==> config.mk <==
export PLATFORM = sky130hd
export DESIGN_NAME = rs_parity_encoder
export DESIGN_NICKNAME = d
export VERILOG_FILES = /design/src/rtl/rse_pkg.sv /design/src/rtl/rse_cfg.sv /design/src/rtl/rse_seq.sv /design/src/rtl/rse_lfsr.sv /design/src/rtl/rs_parity_encoder.sv
export SDC_FILE = /design/constraint.sdc
export NUM_CORES = 2
export LEC_CHECK = 0
export CORE_AREA = 10 10 243 361
export CTS_CLUSTER_SIZE = 40
export DETAILED_ROUTE_END_ITERATION = 10
export DIE_AREA = 0 0 253 371
export GPL_ROUTABILITY_DRIVEN = 0
export MAX_ROUTING_LAYER = met4
export SYNTH_ARGS = -nofsm -noshare
export SYNTH_HDL_FRONTEND = slang
export SYNTH_SLANG_ARGS = --single-unit
==> constraint.sdc <==
create_clock -name clk -period 6.3 [get_ports clk]
set_input_delay 0.63 -clock clk [delete_from_list [all_inputs] [get_ports clk]]
set_output_delay 0.63 -clock clk [all_outputs]
set_load 0.05 [all_outputs]
==> src/rtl/rse_pkg.sv <==
package rse_pkg;
    localparam int SYM_W    = 8;
    localparam int MAX_R    = 20;
    localparam int MAX_T    = MAX_R / 2;
    localparam int R_W      = $clog2(MAX_R + 1);
    localparam int CFG_LEN  = 6;
    localparam int CNT_W    = $clog2(CFG_LEN);
    localparam int ROOT_EXP = 120;
    localparam logic [SYM_W-1:0] POLY_LOW = 8'h87;  // x^8 = x^7 + x^2 + x + 1

    typedef logic [SYM_W-1:0] sym_t;
    typedef logic [MAX_R-1:0][SYM_W-1:0] gen_row_t;
    typedef logic [MAX_T:0][MAX_R-1:0][SYM_W-1:0] gen_tab_t;

    typedef enum logic [1:0] {SLOT_NONE, SLOT_MSG, SLOT_PAR} slot_e;

    typedef struct packed {
        logic [R_W-1:0] r;
        sym_t           k;
        sym_t           n;
        logic           enc;
    } cfg_t;

    function automatic sym_t gf_mul(sym_t a, sym_t b);
        sym_t acc = '0;
        sym_t sh  = a;
        for (int i = 0; i < SYM_W; i++) begin
            if (b[i]) acc = acc ^ sh;
            sh = sh[SYM_W-1] ? ({sh[SYM_W-2:0], 1'b0} ^ POLY_LOW) : {sh[SYM_W-2:0], 1'b0};
        end
        return acc;
    endfunction

    // Low-order generator coefficients (monic term implied) for every even R.
    function automatic gen_tab_t build_gen();
        gen_tab_t tab = '0;
        sym_t     c [MAX_R+1];
        sym_t     base = 8'h01;
        sym_t     root;
        for (int e = 0; e < ROOT_EXP; e++) base = gf_mul(base, 8'h02);
        for (int t = 1; t <= MAX_T; t++) begin
            for (int i = 0; i <= MAX_R; i++) c[i] = '0;
            c[0] = 8'h01;
            root = base;
            for (int j = 0; j < 2 * t; j++) begin
                for (int i = j + 1; i > 0; i--) c[i] = c[i-1] ^ gf_mul(c[i], root);
                c[0] = gf_mul(c[0], root);
                root = gf_mul(root, 8'h02);
            end
            for (int i = 0; i < 2 * t; i++) tab[t][i] = c[i];
        end
        return tab;
    endfunction

    localparam gen_tab_t GEN_TAB = build_gen();
endpackage

==> src/rtl/rse_cfg.sv <==
module rse_cfg
    import rse_pkg::*;
(
    input  logic clk,
    input  logic rst,
    input  logic load,
    input  sym_t din,
    output cfg_t cfg,
    output logic done,
    output logic err
);
    logic [CNT_W-1:0] cnt;
    sym_t r_st, k_st, n_st;
    logic rec_ok;

    always_comb begin
        rec_ok = (r_st[0] == 1'b0) && (r_st >= SYM_W'(2)) && (r_st <= SYM_W'(MAX_R))
              && (k_st != '0)
              && (({1'b0, k_st} + {1'b0, r_st}) == {1'b0, n_st});
    end

    always_ff @(posedge clk) begin
        if (rst) begin
            cnt  <= '0;
            r_st <= '0;
            k_st <= '0;
            n_st <= '0;
            cfg  <= '0;
            done <= 1'b0;
            err  <= 1'b0;
        end else if (load) begin
            if (cnt == CNT_W'(CFG_LEN - 1)) begin
                cnt <= '0;
                done <= rec_ok;
                err  <= !rec_ok;
                cfg  <= '{r: r_st[R_W-1:0], k: k_st, n: n_st, enc: din[0]};
            end else begin
                cnt <= cnt + 1'b1;
                case (cnt)
                    CNT_W'(2): r_st <= din;
                    CNT_W'(3): k_st <= din;
                    CNT_W'(4): n_st <= din;
                    default: ;
                endcase
            end
        end
    end
endmodule

==> src/rtl/rse_seq.sv <==
module rse_seq
    import rse_pkg::*;
(
    input  logic  clk,
    input  logic  rst,
    input  logic  act,
    input  logic  sof,
    input  sym_t  k,
    input  sym_t  n,
    output slot_e slot
);
    sym_t pos;
    logic in_blk;
    sym_t idx;
    logic live;
    logic [SYM_W:0] nxt;

    always_comb begin
        idx  = sof ? '0 : pos;
        live = act && (sof || in_blk);
        nxt  = {1'b0, idx} + 1'b1;
        if (!live)        slot = SLOT_NONE;
        else if (idx < k) slot = SLOT_MSG;
        else              slot = SLOT_PAR;
    end

    always_ff @(posedge clk) begin
        if (rst) begin
            pos    <= '0;
            in_blk <= 1'b0;
        end else if (live) begin
            pos    <= nxt[SYM_W-1:0];
            in_blk <= nxt < {1'b0, n};
        end
    end
endmodule

==> src/rtl/rse_lfsr.sv <==
module rse_lfsr
    import rse_pkg::*;
(
    input  logic           clk,
    input  logic           rst,
    input  logic           step,
    input  logic           clear,
    input  logic           is_msg,
    input  sym_t           din,
    input  logic [R_W-1:0] r_sel,
    input  gen_row_t       coef,
    output sym_t           par_top
);
    gen_row_t p_q, p_eff, p_sh, p_nxt;
    sym_t     top_eff, fb;

    assign p_eff = clear ? '0 : p_q;
    assign p_sh  = {p_eff[MAX_R-2:0], {SYM_W{1'b0}}};

    always_comb begin
        top_eff = '0;
        for (int i = 0; i < MAX_R; i++)
            if (i == int'(r_sel) - 1) top_eff = p_eff[i];
    end

    assign fb      = din ^ top_eff;
    assign par_top = top_eff;

    for (genvar i = 0; i < MAX_R; i++) begin : g_stage
        localparam logic [R_W-1:0] IDX = R_W'(i);
        assign p_nxt[i] = (IDX < r_sel)
                        ? (is_msg ? (p_sh[i] ^ gf_mul(fb, coef[i])) : p_sh[i])
                        : '0;
    end

    always_ff @(posedge clk) begin
        if (rst)       p_q <= '0;
        else if (step) p_q <= p_nxt;
    end
endmodule

==> src/rtl/rs_parity_encoder.sv <==
module rs_parity_encoder
    import rse_pkg::*;
(
    input  logic             clk,
    input  logic             rst,
    input  logic             in_valid,
    input  logic             in_sof,
    input  logic [SYM_W-1:0] in_data,
    output logic             out_valid,
    output logic [SYM_W-1:0] out_data,
    output logic             cfg_done,
    output logic             cfg_err
);
    cfg_t     cfg_q;
    slot_e    slot;
    gen_row_t coef;
    sym_t     par_top;
    logic     step;

    rse_cfg u_cfg (
        .clk  (clk),
        .rst  (rst),
        .load (in_valid && !cfg_done),
        .din  (in_data),
        .cfg  (cfg_q),
        .done (cfg_done),
        .err  (cfg_err)
    );

    rse_seq u_seq (
        .clk  (clk),
        .rst  (rst),
        .act  (in_valid && cfg_done),
        .sof  (in_sof),
        .k    (cfg_q.k),
        .n    (cfg_q.n),
        .slot (slot)
    );

    assign step = (slot != SLOT_NONE);
    assign coef = GEN_TAB[cfg_q.r[R_W-1:1]];

    rse_lfsr u_lfsr (
        .clk     (clk),
        .rst     (rst),
        .step    (step),
        .clear   (step && in_sof),
        .is_msg  (slot == SLOT_MSG),
        .din     (in_data),
        .r_sel   (cfg_q.r),
        .coef    (coef),
        .par_top (par_top)
    );

    always_ff @(posedge clk) begin
        if (rst) begin
            out_valid <= 1'b0;
            out_data  <= '0;
        end else begin
            out_valid <= step;
            out_data  <= (slot == SLOT_PAR && cfg_q.enc) ? par_top : in_data;
        end
    end
endmodule

==> metrics <==
sw frac=between 30% and 40%; R2R setup slack=-0.02 ns; CTS Buf Count=30; CTS tree=yes; die width=~250 um; Logic pwr share=23.0%; largest family of logic cells by synthesized area=XOR/XNOR gates; required time worst endpoint=6.81 ns; reg2reg path depth=16; count of state elements after synthesis=310; core area=0.0810 mm2; Setup Crit Path Kind=reg2reg; r2r startpoint=u_cfg.cfg[20]; worst-margin pin slew=1.31 ns; library cells used by synthesis=99; Psw=1.68 mW; Synth top area share=19.3%; CTS H-tree lvls=1; IO Pins=23; XOR/XNOR Fraction of Synth Area=between 20% and 30%; Worst setup SP type=flip-flop; clock sink count=310; placed insts=approximately 5500; DP HPWL=114000 um; ys async rst share=0%; sequential-to-total area share from yosys stat=19.3%; # fillers=8230; outcome=complete, but fails checks; Max Slew Vio Count=0; syn_area_per_cell=7.14 um2; most common cell in the netlist=nand2_1; Worst-path clk slew=0.08 ns; Cell Int Power=3.46 mW; CTS root buf=clkbuf_16; commonest cells in the netlist=nand2_1, xnor2_1, nor2_1; Routed WL per cell=28.2 um; GR Util All Layers=33.1%; Worst VDD drop=171 uV; Worst Path Max Fanout=18; Die ar.=0.0939 mm2; layout cells sized above 1=10.3%; die span in y=371 um; Main synth FF type=dfxtp_1; YS warnings=0; pin count of the biggest net entering global routing=116; clock network power share=38.7%; Finished Cell Area=0.0359 mm2; Final Power=around 5.1 mW; initial antenna violation count=5; Critical path origin=u_cfg.cfg[20]; worst hold path depth=2; drt pass-1 iters=6; Seq pwr share=38.3%; area growth from synthesis to layout=11.5%; Max Cap Viol=0; Leak=12.7 nW; DRT iter0 DRCs=4833; FMAX=158 MHz; Tcrit/Tclk final=100%; Post-Route WL=around 160000 um; DR vias/cell=6.21; HP Class=reg2reg; setup ws final=-0.0247 ns; Cell Area, Synth=0.0322 mm2; Clock Latency Late Sink=0.62 ns; grt total ovfl=0; Post-route DRC=0; top cells by area, synth=dfxtp_1, xnor2_1, nand2_1; Fin. Hold Viols=0; Post-synth EDFFs=0; r2r endpoint=u_lfsr.p_q[9]; Post-Syn Nets=4552; CP endpoint kind=flip-flop; CTS max path bufs=3; ANT nets after route=0; cell count after synthesis=~4500; Finished Layout Cells=5516; Row Count=128; failing checks=setup timing; final setup vio count=2; first-pass GRT wire length=224000 um; slew margin rel.=between 10% and 20%; Compound-Gate Fraction of Synth Area=20.1%; Adder-Cell Fraction of Synth Area=1.42%; Simple-Gate Fraction of Synth Area=24.2%; cell taking the most area after synthesis=dfxtp_1; Final nets=about 4500; Worst Setup EP=u_lfsr.p_q[9]; Clock Skew=approximately 0.016 ns; multiplexer share of the synthesized area=2.96%; hold buffers post-CTS=0; clock period minus worst slack=6.32 ns; Via Count=around 34000; RSZ-0062 raised after global routing=no; vias in the first global route=32100; Worst Path Arrival=6.83 ns; # port buffers=22; Initial Util=39.7%; power density over the cells=about 140 mW/mm2; Area after DPL=0.0348 mm2
-- cell usage in the layout, fill, tap and decap left out, drive strengths merged, types with 48 or more instances in the layout --
cell type and n:
nand2 1062, xnor2 621, nor2 348, dfxtp 310
buf 292, o21ai 237, a21oi 209, xor2 149
nand3 110, a22oi 94, a22o 94, inv 75
xnor3 60, nor3 49, mux2i 48
-- final cells by class --
cell class                 instances  area [um2]  share of cell area (%)
multi-input combinational       3721       24200                    67.6
sequential                       310        6210                    17.3
timing repair buffer             313        2780                    7.75
tap                             1040        1300                    3.63
clock buffer                      40         870                    2.42
inverter                          73         274                   0.764
clock inverter                    16         183                   0.509
antenna                            3        7.51                  0.0209
-- flip-flops by register name (all words and copies together) (netlist names) --
name	count
u_cfg.cfg	22
out_data	8
u_cfg.done	1
u_cfg.n_st	8
u_seq.in_blk	1
u_cfg.k_st	8
u_cfg.err	1
out_valid	1
coef	81
u_seq.pos	8
u_lfsr.p_q	160
u_cfg.r_st	8
u_cfg.cnt	3
-- kinds of logic (layout without fill, tap and decap cells) --
kind of cell	after synthesis	after routing
AO/OA/AOI/OAI	957	957
flip-flops	310	310
adder cells (fa/ha/maj)	36	36
AND/OR/NAND/NOR	1814	1814
XOR/XNOR	834	834
buffers and inverters	473	442
multiplexers	80	80
other	0	3
-- power groups by stage --
stage | clock network, mW | registers (mW) | logic, mW
after global routing | 2.06 | 1.97 | 1.21
after global placement | 0 | 2.02 | 1.13
after floorplan | 0 | 2.02 | 0.588
after detailed placement | 0 | 2.02 | 1.13
after CTS | 2.00 | 1.97 | 1.13
final | 1.99 | 1.97 | 1.18
-- timing repair --
item / CTS / global route
gates resized for setup: 0 / 3
setup endpoints to repair: 0 / 7
buffers inserted: 0 / 0
-- critical path, stage by stage (launching register included) --
cell and delay [ns]:
dfxtp_1 0.45, buf_4 0.23, or3b_1 0.64, or3_1 0.45, o2111a_1 0.16, o311ai_2 0.69
a211oi_4 0.32, xnor2_4 0.27, buf_4 0.28, buf_4 0.23, nor2_1 0.82, a22o_1 0.27
a221oi_1 0.10, xnor2_1 0.75, nor2_1 0.14, xnor2_1 0.18, a22o_1 0.19
-- worst min-delay path by stage --
stage | to | from | slack, ns
floorplan | u_cfg.cfg[10] | u_cfg.cfg[10] | 0.44
global placement | u_cfg.cfg[5] | u_cfg.cfg[5] | 0.44
detailed placement | u_cfg.cfg[7] | u_cfg.cfg[7] | 0.45
CTS | u_cfg.cfg[9] | u_cfg.cfg[9] | 0.46
global route | u_cfg.cfg[9] | u_cfg.cfg[9] | 0.47
finish | u_cfg.cfg[10] | u_cfg.cfg[10] | 0.46
-- layer usage --
metal	global-route usage (%)	vias to the layer above	share of wire [%]
li1	-	15200	-
met1	35.7	15900	34
met2	52.1	2422	45
met3	6.47	778	10
met4	27.8	0	11
met5	-	-	0
-- per-stage QoR --
stage	hold slack, ns	setup WS [ns]	setup TNS [ns]	utilization (%)
floorplan	0.436	1.55	0	-
global placement	0.444	0.00224	0	42.9
detailed placement	0.447	-0.0132	-0.0132	42.9
CTS	0.457	0.498	0	44.2
global route	0.472	0.0470	0	44.3
finish	0.456	-0.0247	-0.0354	44.3
(Power assumes the default switching activity.)
